===== src/rtl/sect_guard_pkg.sv =====
package sect_guard_pkg;

    localparam int unsigned ADDR_BITS   = 24;
    localparam int unsigned ADDR_BYTES  = ADDR_BITS / 8;
    localparam logic [7:0]  OP_PROTECT  = 8'h36;

    // Summary of a frame, produced once at the chip-select rising edge
    typedef struct packed {
        logic valid;    // one-cycle pulse at frame end
        logic is_prot;  // a complete first byte equal to OP_PROTECT
        logic full;     // all address bytes were received
        logic aligned;  // frame ended on a byte boundary
    } frame_t;

    typedef enum logic [2:0] {
        OUT_NONE,    // not a protect frame: nothing happens
        OUT_COMMIT,  // set the addressed protect flag, clear WEL
        OUT_ABORT,   // malformed frame: flags unchanged, clear WEL
        OUT_LOCKED,  // lock bit set: flags unchanged, clear WEL
        OUT_NOWEL    // WEL was low: flags unchanged
    } outcome_t;

    function automatic outcome_t classify(frame_t f, logic wel_now, logic lock_now);
        outcome_t r;
        if (!f.valid || !f.is_prot)        r = OUT_NONE;
        else if (lock_now)                 r = OUT_LOCKED;
        else if (!f.full || !f.aligned)    r = OUT_ABORT;
        else if (!wel_now)                 r = OUT_NOWEL;
        else                               r = OUT_COMMIT;
        return r;
    endfunction

endpackage


===== src/rtl/sect_guard_sync.sv =====
module sect_guard_sync #(
    parameter int unsigned     W       = 3,
    parameter logic [W-1:0]    RST_VAL = '0
) (
    input  logic          clk,
    input  logic          rst,
    input  logic [W-1:0]  d_async,
    output logic [W-1:0]  d_sync
);
    logic [W-1:0] stage1;

    always_ff @(posedge clk) begin
        if (rst) begin
            stage1 <= RST_VAL;
            d_sync <= RST_VAL;
        end else begin
            stage1 <= d_async;
            d_sync <= stage1;
        end
    end
endmodule


===== src/rtl/sect_guard_shift.sv =====
module sect_guard_shift
    import sect_guard_pkg::*;
#(
    parameter int unsigned NSECT    = 16,
    parameter int unsigned SECT_LSB = 16,
    localparam int unsigned IDX_W   = $clog2(NSECT)
) (
    input  logic              clk,
    input  logic              rst,
    input  logic              cs_n_s,
    input  logic              sck_s,
    input  logic              si_s,
    output frame_t            frame,
    output logic [IDX_W-1:0]  frame_sect
);
    localparam int unsigned CNT_W = $clog2(ADDR_BYTES + 2);
    localparam logic [CNT_W-1:0] BYTES_FULL = CNT_W'(ADDR_BYTES + 1);

    logic             sck_d, cs_d;
    logic [2:0]       bit_cnt;
    logic [CNT_W-1:0] byte_cnt;
    logic [6:0]       part_q;
    logic             op_hit_q;
    logic [IDX_W-1:0] sect_q, sect_n;
    logic [7:0]       byte_n;
    logic             sck_rise, cs_rise;

    assign sck_rise = sck_s & ~sck_d & ~cs_n_s;
    assign cs_rise  = cs_n_s & ~cs_d;
    assign byte_n   = {part_q, si_s};

    // Pick out the sector index bits that live in the byte now completing
    always_comb begin
        sect_n = sect_q;
        for (int b = 0; b < int'(IDX_W); b++) begin
            if (int'(byte_cnt) >= 1 && int'(byte_cnt) <= int'(ADDR_BYTES) &&
                (int'(SECT_LSB) + b) / 8 == int'(ADDR_BYTES) - int'(byte_cnt))
                sect_n[b] = byte_n[(int'(SECT_LSB) + b) % 8];
        end
    end

    always_ff @(posedge clk) begin
        if (rst) begin
            sck_d    <= 1'b0;
            cs_d     <= 1'b1;
            bit_cnt  <= '0;
            byte_cnt <= '0;
            part_q   <= '0;
            op_hit_q <= 1'b0;
            sect_q   <= '0;
            frame    <= '0;
        end else begin
            sck_d         <= sck_s;
            cs_d          <= cs_n_s;
            frame.valid   <= cs_rise;
            frame.is_prot <= (byte_cnt != '0) && op_hit_q;
            frame.full    <= (byte_cnt == BYTES_FULL);
            frame.aligned <= (bit_cnt == 3'd0);
            if (cs_n_s) begin
                bit_cnt  <= '0;
                byte_cnt <= '0;
                part_q   <= '0;
            end else if (sck_rise) begin
                bit_cnt <= bit_cnt + 3'd1;
                part_q  <= byte_n[6:0];
                if (bit_cnt == 3'd7) begin
                    if (byte_cnt == '0) op_hit_q <= (byte_n == OP_PROTECT);
                    sect_q <= sect_n;
                    if (byte_cnt != BYTES_FULL) byte_cnt <= byte_cnt + 1'b1;
                end
            end
        end
    end

    assign frame_sect = sect_q;

    // the frame summary is a single-cycle pulse
    assert_frame_pulse_R3: assert property (@(posedge clk) disable iff (rst)
        frame.valid |=> !frame.valid);

    // the bit counter restarts whenever chip-select is high
    assert_cnt_clear_R6: assert property (@(posedge clk) disable iff (rst)
        cs_n_s |=> (bit_cnt == 3'd0 && byte_cnt == '0));
endmodule


===== src/rtl/sect_guard_regs.sv =====
module sect_guard_regs
    import sect_guard_pkg::*;
#(
    parameter int unsigned NSECT    = 16,
    localparam int unsigned IDX_W   = $clog2(NSECT)
) (
    input  logic              clk,
    input  logic              rst,
    input  frame_t            frame,
    input  logic [IDX_W-1:0]  frame_sect,
    input  logic              wel_set,
    input  logic              lock_in,
    input  logic [NSECT-1:0]  unprot_mask,
    output logic [NSECT-1:0]  prot_q,
    output logic              wel_q,
    output logic              lock_q
);
    outcome_t outcome;

    assign outcome = classify(frame, wel_q, lock_q);

    for (genvar i = 0; i < int'(NSECT); i++) begin : g_flag
        always_ff @(posedge clk) begin
            if (rst)
                prot_q[i] <= 1'b1;
            else if (outcome == OUT_COMMIT && frame_sect == IDX_W'(i))
                prot_q[i] <= 1'b1;
            else if (unprot_mask[i])
                prot_q[i] <= 1'b0;
        end
    end

    always_ff @(posedge clk) begin
        if (rst) begin
            wel_q  <= 1'b0;
            lock_q <= 1'b0;
        end else begin
            lock_q <= lock_in;
            if (outcome != OUT_NONE)
                wel_q <= 1'b0;
            else if (wel_set)
                wel_q <= 1'b1;
        end
    end

    // a flag only turns on after a frame has ended
    assert_set_after_frame_R3: assert property (@(posedge clk) disable iff (rst)
        ((prot_q & ~$past(prot_q)) != '0) |-> $past(frame.valid));

    // one frame sets at most one flag
    assert_one_flag_R3: assert property (@(posedge clk) disable iff (rst)
        $countones(prot_q & ~$past(prot_q)) <= 1);

    // with the lock bit set, a protect frame turns no flag on and drops WEL
    assert_lock_ignores_R7: assert property (@(posedge clk) disable iff (rst)
        (frame.valid && frame.is_prot && lock_q) |=>
            ((prot_q & ~$past(prot_q)) == '0) && !wel_q);

    // WEL only falls at the end of a frame
    assert_wel_fall_R9: assert property (@(posedge clk) disable iff (rst)
        $fell(wel_q) |-> $past(frame.valid));
endmodule


===== src/rtl/sect_guard.sv =====
module sect_guard
    import sect_guard_pkg::*;
#(
    parameter int unsigned NSECT    = 16,
    parameter int unsigned SECT_LSB = 16
) (
    input  logic              clk,
    input  logic              rst,
    input  logic              cs_n,
    input  logic              sck,
    input  logic              si,
    output logic              so,
    output logic              so_oe,
    input  logic              wel_set,
    input  logic              lock_in,
    input  logic [NSECT-1:0]  unprot_mask,
    output logic [NSECT-1:0]  prot_vec,
    output logic              wel,
    output logic              locked
);
    localparam int unsigned IDX_W = $clog2(NSECT);

    logic [2:0]       pins_s;
    frame_t           frame;
    logic [IDX_W-1:0] frame_sect;

    sect_guard_sync #(.W(3), .RST_VAL(3'b100)) i_sync (
        .clk     (clk),
        .rst     (rst),
        .d_async ({cs_n, sck, si}),
        .d_sync  (pins_s)
    );

    sect_guard_shift #(.NSECT(NSECT), .SECT_LSB(SECT_LSB)) i_shift (
        .clk        (clk),
        .rst        (rst),
        .cs_n_s     (pins_s[2]),
        .sck_s      (pins_s[1]),
        .si_s       (pins_s[0]),
        .frame      (frame),
        .frame_sect (frame_sect)
    );

    sect_guard_regs #(.NSECT(NSECT)) i_regs (
        .clk         (clk),
        .rst         (rst),
        .frame       (frame),
        .frame_sect  (frame_sect),
        .wel_set     (wel_set),
        .lock_in     (lock_in),
        .unprot_mask (unprot_mask),
        .prot_q      (prot_vec),
        .wel_q       (wel),
        .lock_q      (locked)
    );

    assign so    = 1'b0;
    assign so_oe = 1'b0;
endmodule


===== config.mk =====
export PLATFORM = sky130hd
export DESIGN_NAME = sect_guard
export DESIGN_NICKNAME = d
export VERILOG_FILES = /design/src/rtl/sect_guard_pkg.sv /design/src/rtl/sect_guard_sync.sv /design/src/rtl/sect_guard_shift.sv /design/src/rtl/sect_guard_regs.sv /design/src/rtl/sect_guard.sv
export SDC_FILE = /design/constraint.sdc
export NUM_CORES = 1
export LEC_CHECK = 0
export ABC_AREA = 1
export BUFFER_PORTS_ARGS = -buffer_cell sky130_fd_sc_hd__buf_2
export CORE_UTILIZATION = 53
export DETAILED_ROUTE_END_ITERATION = 8
export PLACE_DENSITY = 0.89
export SLEW_MARGIN = 20
export SYNTH_ARGS = -nofsm -noshare
export SYNTH_HDL_FRONTEND = slang
export SYNTH_HIERARCHICAL = 1
export SYNTH_SLANG_ARGS = --single-unit
export TNS_END_PERCENT = 100

===== constraint.sdc =====
create_clock -name clk -period 1.63 [get_ports clk]
set_input_delay 0.0815 -clock clk [delete_from_list [all_inputs] [get_ports clk]]
set_output_delay 0.0815 -clock clk [all_outputs]
set_load 0.03 [all_outputs]

==> flow_summary.yaml <==
status:
  status: "complete, no violations"
worst_setup_path:
  worstPathCellList: "ha_1 -> ha_1 -> nand3_1 -> nor2_4 -> nand2_1 -> nand2_1 -> nor2_1"
  cp_top_family: "simple AND/OR/NAND/NOR gates"
  r2r-end: "i_shift/frame_sect[3]"
  critPathMaxStageDelay_ns: 0.34
  critPathCaptureType: "flip-flop"
  crit_fanout: 8
  cp_data_required_time_ns: 1.82
  cp-start-kind: "flip-flop"
  path_buf_inv: 0
  reg2reg_slack_ns: 0.27
  worstSetupPathType: "flip-flop to flip-flop"
  cp_data_arrival_time_ns: 1.55
  rr_worst_depth: 7
  r2r-start: "i_shift/bit_cnt[0]"
  cpMaxStageDelayCell: "dfxtp_1"
synth:
  syn_area_um2: 2043
  synth_cells: 275
  syn_area_per_cell_um2: 7.430
  ys_warn_count: 6
  yosysUniqueCellTypes: 22
  yosysTopAreaCellShare_pct: 47.03
  yosysTopAreaCell: "dfxtp_1"
  seq_area_frac_synth_pct: 47.03
  synthTopCellsByArea: "dfxtp_1 (47%), nand2_1 (9.4%), nor2_1 (9.2%)"
  synth-seq-cells: 48
placement:
  portBuffers: 40
  dpl_worst_slack_ns: 0.2693
  dpl.hpwl_um: 2643
  gp_congestion: 0.8584
global_routing:
  gr-total-overflow: 0
  grt_pass1_wl_um: 6127
  track_usage_pct: 18.98
  grt_pass1_vias: 1552
  grt_max_degree: 17
  antenna_found_initial: 0
detailed_routing:
  wire_per_inst_um: 9.689
  drt_pass1_iterations: 4
  drc: 0
  via_count: 1761
  routed_wl_um: 3556
  viasPerCell: 4.798
  drt-initial-drc-count: 73
  ant_nets: 0
cells_and_area:
  final_common_cell: "nand2_1"
  insertedDiodeCount: 0
  area_growth_pct: 16.84
  final_cell_mix: "nand2_1 (51), nor2_1 (50), dfxtp_1 (48), inv_1 (45), buf_2 (40)"
  fin_nets: 349
  drive_gt1_share_pct: 18.81
timing:
  finalClockSkew_ns: 0.005843
  min_period_over_period_pct: 83.33
  postLayoutSetupSlackWorst_ns: 0.2718
  period_minus_slack_ns: 1.358
  final_max_slew_viol_count: 0
  setup-violations-final: 0
  fin_setup_tns_ns: 0
  hold_violations: 0
  rsz0062_at_grt: "false"
  fmax_mhz: 736.3
clock_network:
  worst_skew_pair.late_latency_ns: 0.29
  clock-root-buffer: "clkbuf_8"
  cts_setup_buffers: 0
  cts.htree.levels: 2
  cts_sinks: 48
  cts-buffers-inserted: 5
  cts_buffer_depth: 2
  cts_tree: "yes"
  clkTransAtPathRegs_ns: 0.08
floorplanning:
  num_io_pins: 43
  fp.dieW_um: 64.09
  initial_utilization_pct: 55.39
  fp.dieH_um: 64.09
  die-area_um2: 4108
  coreArea_um2: 3689
  rows: 22
worst_hold_path:
  hold_start: "wel_set"
  hold_path_class: "input port to flip-flop"
  holdPathStages: 3
  whs_endpoint: "i_regs/wel_q"
power:
  ir_worst_vdd_v: 0.0006285
  power_density_nw_per_um2: 936.7
  p_leak_uw: 0.001097
run:
  maxCapViolCount: 0
-- kinds of logic (layout without fill, tap and decap cells) --
logic type / count (synthesis) / after routing / share of synthesized area (%)
compound gates: 33 / 33 / 8.635
simple gates: 133 / 133 / 28.78
fa+ha+maj: 6 / 6 / 3.674
buf+inv: 54 / 97 / 11.70
flops: 48 / 48 / 47.03
other cells: 1 / 2 / 0.1835
-- final cells by class --
| class | count | area, um^2 |
|---|---|---|
| multi-input combinational | 174 | 847.1 |
| clock inverter | 1 | 30.03 |
| clock buffer | 5 | 68.82 |
| tap | 48 | 60.06 |
| sequential | 48 | 960.9 |
| fill | 328 | 1301 |
| timing repair buffer | 45 | 247.7 |
| inverter | 46 | 172.7 |
-- layer usage --
metal	global-route usage, %	vias up	share of wire (%)
met4	9.444	0	1.5
met5	0	-	0
met1	19.87	786	43
li1	-	926	-
met3	3.750	7	4.0
met2	35.64	42	52
-- timing repair --
action | CTS | global route
hold endpoints to repair | 4 | 0
resized for setup | 0 | 0
hold buffers | 4 | 0
-- metrics by stage --
stage          std cells  hold WS [ns]  power (uW)  utilization, %  area (um^2)
5_1_grt              367       0.04702        2331           64.72         2387
6_report             367       0.04745        2236           64.72         2387
4_1_cts              367       0.04183        2258           64.72         2387
3_5_place_dp         357        0.2731        1469           60.96         2248
3_3_place_gp         357        0.2577        1462           60.96         2248
2_1_floorplan        276        0.1527        1403               -         2047
-- worst max path at each step --
stage,start,to,slack [ns],depth (start not counted)
global placement,i_shift/bit_cnt[0],i_shift/frame_sect[2],0.36,7
CTS,i_shift/bit_cnt[0],i_shift/frame_sect[3],0.26,7
finish,i_shift/bit_cnt[0],i_shift/frame_sect[3],0.27,7
detailed placement,i_shift/bit_cnt[0],i_shift/frame_sect[3],0.27,7
floorplan,i_shift/bit_cnt[0],i_shift/frame_sect[0],0.42,7
global route,i_shift/bit_cnt[0],i_shift/frame_sect[0],0.16,7
-- power breakdown --
group / leakage [uW] / internal, uW / switching (uW)
Sequential: 0.000395 / 1210 / 18.9
Clock: 0.0000501 / 440 / 350
Combinational: 0.000652 / 73.7 / 140
-- state kept, by name (all words and copies together) (netlist names) --
register	count
i_regs/lock_q	1
i_shift/part_q	7
i_sync/d_sync	3
i_shift/op_hit_q	1
i_regs/wel_q	1
i_regs/prot_q	16
i_shift/frame	4
i_shift/sck_d	1
i_shift/bit_cnt	3
i_shift/cs_d	1
i_shift/frame_sect	4
i_sync/stage1	3
i_shift/byte_cnt	3
-- synth_stat cells --
cell type   n
a21oi_1    22
buf_8       1
o21ai_2     1
nand3_1    18
nand2_4     1
inv_2       1
nand4_1     4
nand2_2     2
nor3b_1     1
buf_2       2
buf_4       4
ha_1        6
conb_1      1
a21oi_2     2
nor2_4      5
nand2_1    51
nor2_2      1
buf_6       1
nor2_1     50
inv_1      45
dfxtp_1    48
o21ai_0     8
-- worst min-delay path: cells and delay by family --
| family | cells | cell delay (ns) |
|---|---|---|
| AND/OR/NAND/NOR | 2 | 0.12 |
| buffers and inverters | 1 | 0.09 |
(Power assumes the default switching activity.)
